===== src/rtl/rxq_pkg.sv =====
// Shared constants and types for the UART receive queue.
// Assumes a byte-wide data path and a fixed set of four trigger choices.
package rxq_pkg;

    localparam int unsigned RXQ_DEPTH  = 16;
    localparam int unsigned RXQ_WIDTH  = 8;
    localparam int unsigned IDLE_CHARS = 4;

    typedef enum logic [1:0] {
        TRIG_ONE      = 2'b00,
        TRIG_FOUR     = 2'b01,
        TRIG_EIGHT    = 2'b10,
        TRIG_FOURTEEN = 2'b11
    } trig_sel_e;

    // Map a trigger select code onto a byte threshold
    function automatic int unsigned trig_bytes(trig_sel_e sel);
        case (sel)
            TRIG_ONE:      return 1;
            TRIG_FOUR:     return 4;
            TRIG_EIGHT:    return 8;
            default:       return 14;
        endcase
    endfunction

endpackage


===== src/rtl/rxq_store.sv =====
// Circular byte store with occupancy counter.
// Accepts a write only when not full and a read only when not empty.
// Both may happen in one cycle. A write to a full store is reported on
// wr_drop and changes nothing. Read data is zero while empty.
module rxq_store #(
    parameter int unsigned DEPTH = 16,
    parameter int unsigned WIDTH = 8
) (
    input  logic                         clk,
    input  logic                         rst_n,
    input  logic                         wr_req,
    input  logic [WIDTH-1:0]             wr_data,
    input  logic                         rd_req,
    output logic [WIDTH-1:0]             rd_data,
    output logic [$clog2(DEPTH+1)-1:0]   count,
    output logic                         wr_drop
);
    localparam int unsigned AW = (DEPTH > 1) ? $clog2(DEPTH) : 1;
    localparam int unsigned CW = $clog2(DEPTH + 1);

    logic [WIDTH-1:0] mem [DEPTH];
    logic [AW-1:0]    wr_ptr, rd_ptr;
    logic             full, empty, wr_ok, rd_ok;

    // Pointer advance with wrap at DEPTH, valid for any depth
    function automatic logic [AW-1:0] bump(logic [AW-1:0] p);
        return (p == AW'(DEPTH - 1)) ? '0 : p + AW'(1);
    endfunction

    // Decode occupancy and qualify the requests
    always_comb begin
        full    = (count == CW'(DEPTH));
        empty   = (count == '0);
        wr_ok   = wr_req && !full;
        rd_ok   = rd_req && !empty;
        wr_drop = wr_req && full;
    end

    // Store accepted bytes; storage needs no reset
    always_ff @(posedge clk) begin
        if (wr_ok) mem[wr_ptr] <= wr_data;
    end

    // Advance pointers and occupancy
    always_ff @(posedge clk) begin
        if (!rst_n) begin
            wr_ptr <= '0;
            rd_ptr <= '0;
            count  <= '0;
        end else begin
            if (wr_ok) wr_ptr <= bump(wr_ptr);
            if (rd_ok) rd_ptr <= bump(rd_ptr);
            case ({wr_ok, rd_ok})
                2'b10:   count <= count + CW'(1);
                2'b01:   count <= count - CW'(1);
                default: count <= count;
            endcase
        end
    end

    // Present the oldest byte, or zero when nothing is stored
    always_comb begin
        rd_data = empty ? '0 : mem[rd_ptr];
    end

endmodule


===== src/rtl/rxq_idle_timer.sv =====
// Character-time idle detector.
// Counts tick pulses while the queue is occupied and untouched, and
// raises `expired` after CHARS ticks. Any touch or an empty queue
// restarts the count. A tick in a touch cycle is not counted.
module rxq_idle_timer #(
    parameter int unsigned CHARS = 4
) (
    input  logic clk,
    input  logic rst_n,
    input  logic touch,
    input  logic occupied,
    input  logic tick,
    output logic expired
);
    localparam int unsigned TW = $clog2(CHARS + 1);

    logic [TW-1:0] ticks;

    // Track elapsed idle character times
    always_ff @(posedge clk) begin
        if (!rst_n) begin
            ticks   <= '0;
            expired <= 1'b0;
        end else if (touch || !occupied) begin
            ticks   <= '0;
            expired <= 1'b0;
        end else if (tick && !expired) begin
            if (ticks == TW'(CHARS - 1)) begin
                expired <= 1'b1;
            end else begin
                ticks <= ticks + TW'(1);
            end
        end
    end

endmodule


===== src/rtl/rxq_flags.sv =====
// Interrupt gating and overrun capture.
// The data interrupt compares occupancy with the selected threshold.
// Both interrupts are masked by the enable. Overrun is sticky, and a
// set in the same cycle as a clear wins over the clear.
module rxq_flags
    import rxq_pkg::*;
#(
    parameter int unsigned DEPTH = 16
) (
    input  logic                       clk,
    input  logic                       rst_n,
    input  logic [$clog2(DEPTH+1)-1:0] count,
    input  trig_sel_e                  trig_sel,
    input  logic                       irq_en,
    input  logic                       expired,
    input  logic                       drop,
    input  logic                       ovr_clr,
    output logic                       data_irq,
    output logic                       idle_irq,
    output logic                       overrun
);
    localparam int unsigned CW = $clog2(DEPTH + 1);

    logic [CW-1:0] threshold;

    // Threshold lookup and interrupt masking
    always_comb begin
        threshold = CW'(trig_bytes(trig_sel));
        data_irq  = irq_en && (count >= threshold);
        idle_irq  = irq_en && expired;
    end

    // Sticky overrun capture
    always_ff @(posedge clk) begin
        if (!rst_n)        overrun <= 1'b0;
        else if (drop)     overrun <= 1'b1;
        else if (ovr_clr)  overrun <= 1'b0;
    end

endmodule


===== src/rtl/uart_rx_queue.sv =====
// UART receive queue top level.
// Joins the byte store, the idle timer and the flag logic. Assumes
// rx_valid, rd_stb and char_tick are single-cycle pulses synchronous
// to clk.
module uart_rx_queue
    import rxq_pkg::*;
#(
    parameter int unsigned DEPTH = RXQ_DEPTH,
    parameter int unsigned WIDTH = RXQ_WIDTH,
    parameter int unsigned CHARS = IDLE_CHARS
) (
    input  logic                       clk,
    input  logic                       rst_n,
    input  logic                       rx_valid,
    input  logic [WIDTH-1:0]           rx_data,
    input  logic                       rd_stb,
    input  logic [1:0]                 trig_sel,
    input  logic                       char_tick,
    input  logic                       irq_en,
    input  logic                       ovr_clr,
    output logic [WIDTH-1:0]           rd_data,
    output logic [$clog2(DEPTH+1)-1:0] level,
    output logic                       data_irq,
    output logic                       idle_irq,
    output logic                       overrun
);
    logic drop, expired, touch, occupied;

    // Activity and occupancy seen by the idle timer
    always_comb begin
        touch    = rx_valid || rd_stb;
        occupied = (level != '0);
    end

    rxq_store #(.DEPTH(DEPTH), .WIDTH(WIDTH)) u_store (
        .clk     (clk),
        .rst_n   (rst_n),
        .wr_req  (rx_valid),
        .wr_data (rx_data),
        .rd_req  (rd_stb),
        .rd_data (rd_data),
        .count   (level),
        .wr_drop (drop)
    );

    rxq_idle_timer #(.CHARS(CHARS)) u_idle (
        .clk      (clk),
        .rst_n    (rst_n),
        .touch    (touch),
        .occupied (occupied),
        .tick     (char_tick),
        .expired  (expired)
    );

    rxq_flags #(.DEPTH(DEPTH)) u_flags (
        .clk      (clk),
        .rst_n    (rst_n),
        .count    (level),
        .trig_sel (trig_sel_e'(trig_sel)),
        .irq_en   (irq_en),
        .expired  (expired),
        .drop     (drop),
        .ovr_clr  (ovr_clr),
        .data_irq (data_irq),
        .idle_irq (idle_irq),
        .overrun  (overrun)
    );

endmodule


===== config.mk =====
export PLATFORM = sky130hd
export DESIGN_NAME = uart_rx_queue
export DESIGN_NICKNAME = d
export VERILOG_FILES = /design/src/rtl/rxq_pkg.sv /design/src/rtl/rxq_store.sv /design/src/rtl/rxq_idle_timer.sv /design/src/rtl/rxq_flags.sv /design/src/rtl/uart_rx_queue.sv
export SDC_FILE = /design/constraint.sdc
export NUM_CORES = 1
export LEC_CHECK = 0
export BUFFER_PORTS_ARGS = -buffer_cell sky130_fd_sc_hd__buf_2
export CORE_ASPECT_RATIO = 0.5
export CORE_UTILIZATION = 55
export CTS_CLUSTER_SIZE = 28
export DETAILED_ROUTE_END_ITERATION = 16
export PLACE_DENSITY = 0.8
export SYNTH_ARGS = -nofsm -noshare
export SYNTH_HDL_FRONTEND = slang
export SYNTH_SLANG_ARGS = --single-unit

===== constraint.sdc =====
create_clock -name clk -period 4.4 [get_ports clk]
set_input_delay 0.88 -clock clk [delete_from_list [all_inputs] [get_ports clk]]
set_output_delay 0.88 -clock clk [all_outputs]
set_load 0.02 [all_outputs]

Yosys cells after proc, flatten, opt, wreduce, memory -nomap -nowiden
Memories as Yosys holds them, arrays and structs flattened. A register that Yosys moved wholly into a read port is not among the register bits.
Index checks and enable logic that the tools add are counted.
{"block": "classes", "add_sub_neg": 5, "multipliers": 0, "div_mod_pow": 0, "order_cmp": 1, "n_eq_ne": 8, "shifts": 0, "mux": 11, "n_bitwise": 2, "reduce_logical": 20}
{"operator": "two-way mux 4 bit", "count": 4}
{"operator": "case mux 4 bit (3 select lines)", "count": 1}
{"operator": "case mux 5 bit (2 select lines)", "count": 1}
{"operator": "adder 4 x 1 -> 4 bit, second input constant", "count": 2}
{"operator": "== test 4 bit, second input constant", "count": 2}
{"operator": "two-way mux 8 bit", "count": 1}
{"operator": "logical AND 1 bit", "count": 6}
{"operator": "adder 5 x 1 -> 5 bit, second input constant", "count": 1}
{"operator": "== test 5 bit, second input constant", "count": 1}
{"operator": "greater-or-equal comparator 5 x 4 -> 1 bit", "count": 1}
{"operator": "zero test 5 bit", "count": 1}
{"operator": "nonzero test 5 bit", "count": 1}
{"operator": "subtractor 5 x 1 -> 5 bit, second input constant", "count": 1}
{"operator": "== test 2 x 1 -> 1 bit, second input constant", "count": 2}
{"operator": "== test 2 bit, second input constant", "count": 2}
{"operator": "zero test 1 bit", "count": 4}
{"operator": "two-way mux 1 bit", "count": 4}
{"operator": "AND reduction 2 bit", "count": 2}
{"operator": "nonzero test 2 bit", "count": 2}
{"operator": "adder 3 x 1 -> 3 bit, second input constant", "count": 1}
{"operator": "== test 3 x 2 -> 1 bit, second input constant", "count": 1}
{"operator": "zero test 2 bit", "count": 1}
{"operator": "logical OR 1 bit", "count": 2}
{"operator": "inverter 1 bit", "count": 2}
{"operator": "OR reduction 2 bit", "count": 1}
{"block": "totals", "reg_bits": 18, "latchBits": 0, "mem_bits_rw": 128, "mem_bits_ro": 0, "in_bits": 17, "elab_cells": 54, "mem_count": 1}
{"memory": "u_store.mem", "depth": 16, "width": 8, "rd": 1, "rd_ports_with_merged_regs": 1, "wr": 1, "line": "rxq_store.sv:21", "rtl": "logic [WIDTH-1:0] mem [DEPTH];"}

Longest topological paths before layout
{"block": "logic_depth", "depth_word": 5, "ltp_mapped": 14}

Modules after synthesis
From an unflattened synthesis, not the netlist that was laid out.
{"block": "unflattened", "hier_cells": 363, "area_unflattened_um2": 6324.8}
{"module": "rxq_store", "n_inst": 1, "cells_per_inst": 320, "area_per_inst_um2": 5934.4, "seq_area_each_um2": 4184.0}
{"module": "rxq_idle_timer", "n_inst": 1, "cells_per_inst": 20, "area_per_inst_um2": 224.0, "seq_area_each_um2": 80.1}
{"module": "rxq_flags", "n_inst": 1, "cells_per_inst": 19, "area_per_inst_um2": 147.6, "seq_area_each_um2": 20.0}
{"module": "uart_rx_queue", "n_inst": 1, "cells_per_inst": 4, "area_per_inst_um2": 18.8, "seq_area_each_um2": 0.0}

Worst setup path after synthesis
OpenSTA, ideal clock, no wires.
{"block": "synth_path", "path_kind": "input-to-output", "from": "in trig_sel[1]", "to": "out data_irq", "arrival_time_ns": 1.963, "t_required_ns": 3.520, "slack_ns": 1.557, "cell_stages": 7, "cell_sequence": "nor2_1 > ha_1 > nand2b_1 > a21oi_1 > nor2b_1 > o21ai_0 > a21boi_0"}
{"block": "synth_via", "elab_chain_cells": 4, "elab_cells_between_ends": 6, "classes_between": "1 x order compare; 2 x eq/ne; 1 x mux; 2 x reduce/logical"}
{"element": "from (decl)", "line": "uart_rx_queue.sv:17", "rtl": "input logic [1:0] trig_sel,"}
{"element": "== test 2 bit, or another cell as far along", "line": "rxq_pkg.sv:18", "rtl": "case (sel)"}
{"element": "case mux 4 bit (3 select lines) *", "line": "rxq_pkg.sv:18"}
{"element": "greater-or-equal comparator 5 x 4 -> 1 bit *", "line": "rxq_flags.sv:29", "rtl": "data_irq = irq_en && (count >= threshold);"}
{"element": "logical AND 1 bit *", "line": "rxq_flags.sv:29"}
{"element": "to (decl)", "line": "uart_rx_queue.sv:23", "rtl": "output logic data_irq,"}
Mark *: on every way between the ends. The rest lies on a longest branch, timed or not.

==> results.toml <==
[clocking]
holdBufCountCts = 0
clockRootBuffer = "clkbuf_16"
cts_tree = "done"
cts_buffers = 17
cts_setup_buffers = 0
clk_pin_slew_ns = 0.06
htreeDepth = 4
clock_sinks = 150
clock_path_buffers = 2
clk_latency_ns = 0.42
cts_resized = 0

[grt]
antenna_found_initial = 0
grt_first_pass_wirelength_um = 20200
grt_util_all_layers = 0.245
grt_pass1_vias = 3572
overflow = 0
grt_max_degree = 33

[sta]
setup_tns_ns = 0
finalHoldViolCount = 0
finalCriticalPeriod_ns = 3.44
setup_violations = 0
layout_setup_ws_ns = 0.963
fmax_mhz = 291
slew-limit-headroom = 0.148
rsz0062_at_grt = "no"
finalCritPeriodShare = 0.781
finalMaxSlewViolations = 0
clock_skew_ns = 0.00630
max_slew.worst_pin.slew_ns = 1.27

[floorplanning]
die_h_um = 76.9
io_pins = 33
num_rows = 26
core_area_um2 = 10500
die_area_um2 = 11700
die_w_um = 152
start_util = 0.585

[routing]
drc = 0
viasPerCell = 6.16
wl_um = 12700
dr.pass1.iters = 5
drt_iter0_drc = 422
antenna_left = 0
avgRoutedWirePerCell_um = 22.9
dr_total_vias = 3423

[power_and_ir_drop]
p_leak_nw = 2.37
peakVddDrop_mv = 0.319
power_density_nw_per_um2 = 601

[cells_and_area]
antenna_cells = 0
area_growth_pct = 15.3
nets = 433
drive_above_1_share = 0.255

[min_path]
hold_path.class = "flop to flop"
hold_end = "u_idle.ticks[1]"
hp-start = "u_idle.ticks[1]"
worstHoldPathCells = 2

[synthesis]
seq_area_frac_synth = 0.695
ys_seq_elements = 150
synth_area_leaders = "edfxtp_1 (62%), mux4_2 (12%), dfxtp_1 (7.1%)"
syn_avg_cell_area_um2 = 16.9
synthCells = 364
netlist.area_leader.share = 0.623
ys_warn_count = 0
ys_types = 37
netlist.top_cell.by_area = "edfxtp_1"
synth_area_um2 = 6170
syn-num-nets = 394

[critical_path]
ff2ff_setup_slack_ns = 1.44
r2r-end = "u_store.count[4]"
cp.required_ns = 3.52
timing_worst_setup_path_type = "flop to output pin"
end_kind = "output pin"
worstPathArrival_ns = 2.56
cp_max_fo = 28
max_stage_delay_ns = 0.61
start_kind = "flop"
worstRegToRegCells = 12
path_cells = "buf_4, mux4_2, mux2i_1, o22ai_1, buf_2"
r2r_start = "u_store.count[2]"
crit_path_top_delay_cell = "mux4_2"

[outcome]
outcome = "complete, no violations"

[placement]
port_buffers = 32
pre_cts_slack_ns = 1.40
place.gp.congestion = 0.866
dp_hpwl_um = 7760

[run]
maxCapViolCount = 0
==> sequential cells by signal, summed over array words and instances (netlist names), named ones only <==
register         flops
u_store.mem        128
u_store.count        5
u_store.rd_ptr       4
u_store.wr_ptr       4
u_idle.ticks         3
u_flags.overrun      1
u_idle.expired       1
==> placed cells by master (no fill, tap or decap), drive strengths merged, types with 3 or more instances in the layout <==
cell / instances
nor3: 4
a21oi: 15
inv: 12
clkinv: 4
clkinvlp: 4
nand2b: 9
xor2: 5
nand2: 16
bufinv: 5
buf: 37
nand3: 5
edfxtp: 128
nor2: 32
o22ai: 9
dfxtp: 22
mux2i: 21
ha: 13
mux4: 32
o21ai: 5
clkbuf: 17
a21boi: 3
==> metrics by stage <==
step                       util  total power, mW  cell area (um2)  std cells  hold slack [ns]
after global routing      0.675             4.43             7110        556            0.554
after detailed placement  0.613             2.70             6460        524            0.498
final                     0.675             4.27             7110        556            0.506
after CTS                 0.675             4.29             7110        556            0.514
after global placement    0.613             2.66             6460        524            0.476
after floorplan               -             2.44             6170        364            0.451
==> kinds of logic (layout without fill, tap and decap cells) <==
logic type / after synthesis / after routing / synth area share
AOI/OAI and AO/OA: 38 / 38 / 0.0385
xor gates and xnor gates: 7 / 7 / 0.00994
adders and majority gates: 13 / 13 / 0.0264
buffers and inverters: 27 / 79 / 0.0195
DFF: 150 / 150 / 0.695
muxes: 53 / 53 / 0.151
and+or+nand+nor: 76 / 76 / 0.0601
==> metal layers <==
metal  wire length, um  vias up  share of wire  GRT usage
met2              6360      155           0.50      0.389
li1                  -     1498              -          -
met5                 0        -              0          0
met3               976       26          0.077     0.0726
met1              5130     1744           0.40      0.323
met4               251        0          0.020     0.0871
==> worst max-delay path: cells and delay by family, from the launching register on <==
kind / cells / cell delay (ns)
AO/OA/AOI/OAI: 1 / 0.14
buffers and inverters: 2 / 0.68
flip-flops: 1 / 0.41
multiplexers: 2 / 0.90
==> power breakdown <==
part / leakage [nW] / switching (mW) / total [mW] / internal (mW)
Clock: 0.307 / 0.587 / 1.60 / 1.01
Sequential: 1.34 / 0.0728 / 1.68 / 1.61
Combinational: 0.726 / 0.564 / 0.995 / 0.430
==> cell usage after synthesis (all sizes together) <==
master / n
nor2b: 2
a32oi: 1
nand3: 5
nor3b: 1
nor4: 1
a21boi: 3
o22ai: 9
a211oi: 1
dfxtp: 22
ha: 13
nor3: 4
nand2: 16
xor2: 5
xnor2: 2
nand3b: 1
a21oi: 15
o21ai: 5
nor4b: 1
clkbuf: 4
nand2b: 9
or3: 2
or4: 1
a221oi: 1
buf: 13
and2: 1
a311o: 1
edfxtp: 128
nor2: 32
mux4: 32
inv: 10
mux2i: 21
a31oi: 2
==> how the worst max path moves through the flow <==
stage | from | end | slack (ns)
after CTS | flop | rd_data[3] | 0.94
after detailed placement | flop | rd_data[3] | 1.40
after global placement | flop | rd_data[7] | 1.44
after global routing | flop | rd_data[3] | 0.82
final | flop | rd_data[0] | 0.96
after floorplan | trig_sel[1] | data_irq | 1.56
==> final cells by class <==
class	count	area [um2]
fill	671	3430
timing repair buffer	37	198
multi-input combinational	187	1760
sequential	150	4290
clock inverter	15	228
inverter	10	37.5
tap	140	175
clock buffer	17	425
Power figures use the tool's default switching activity.
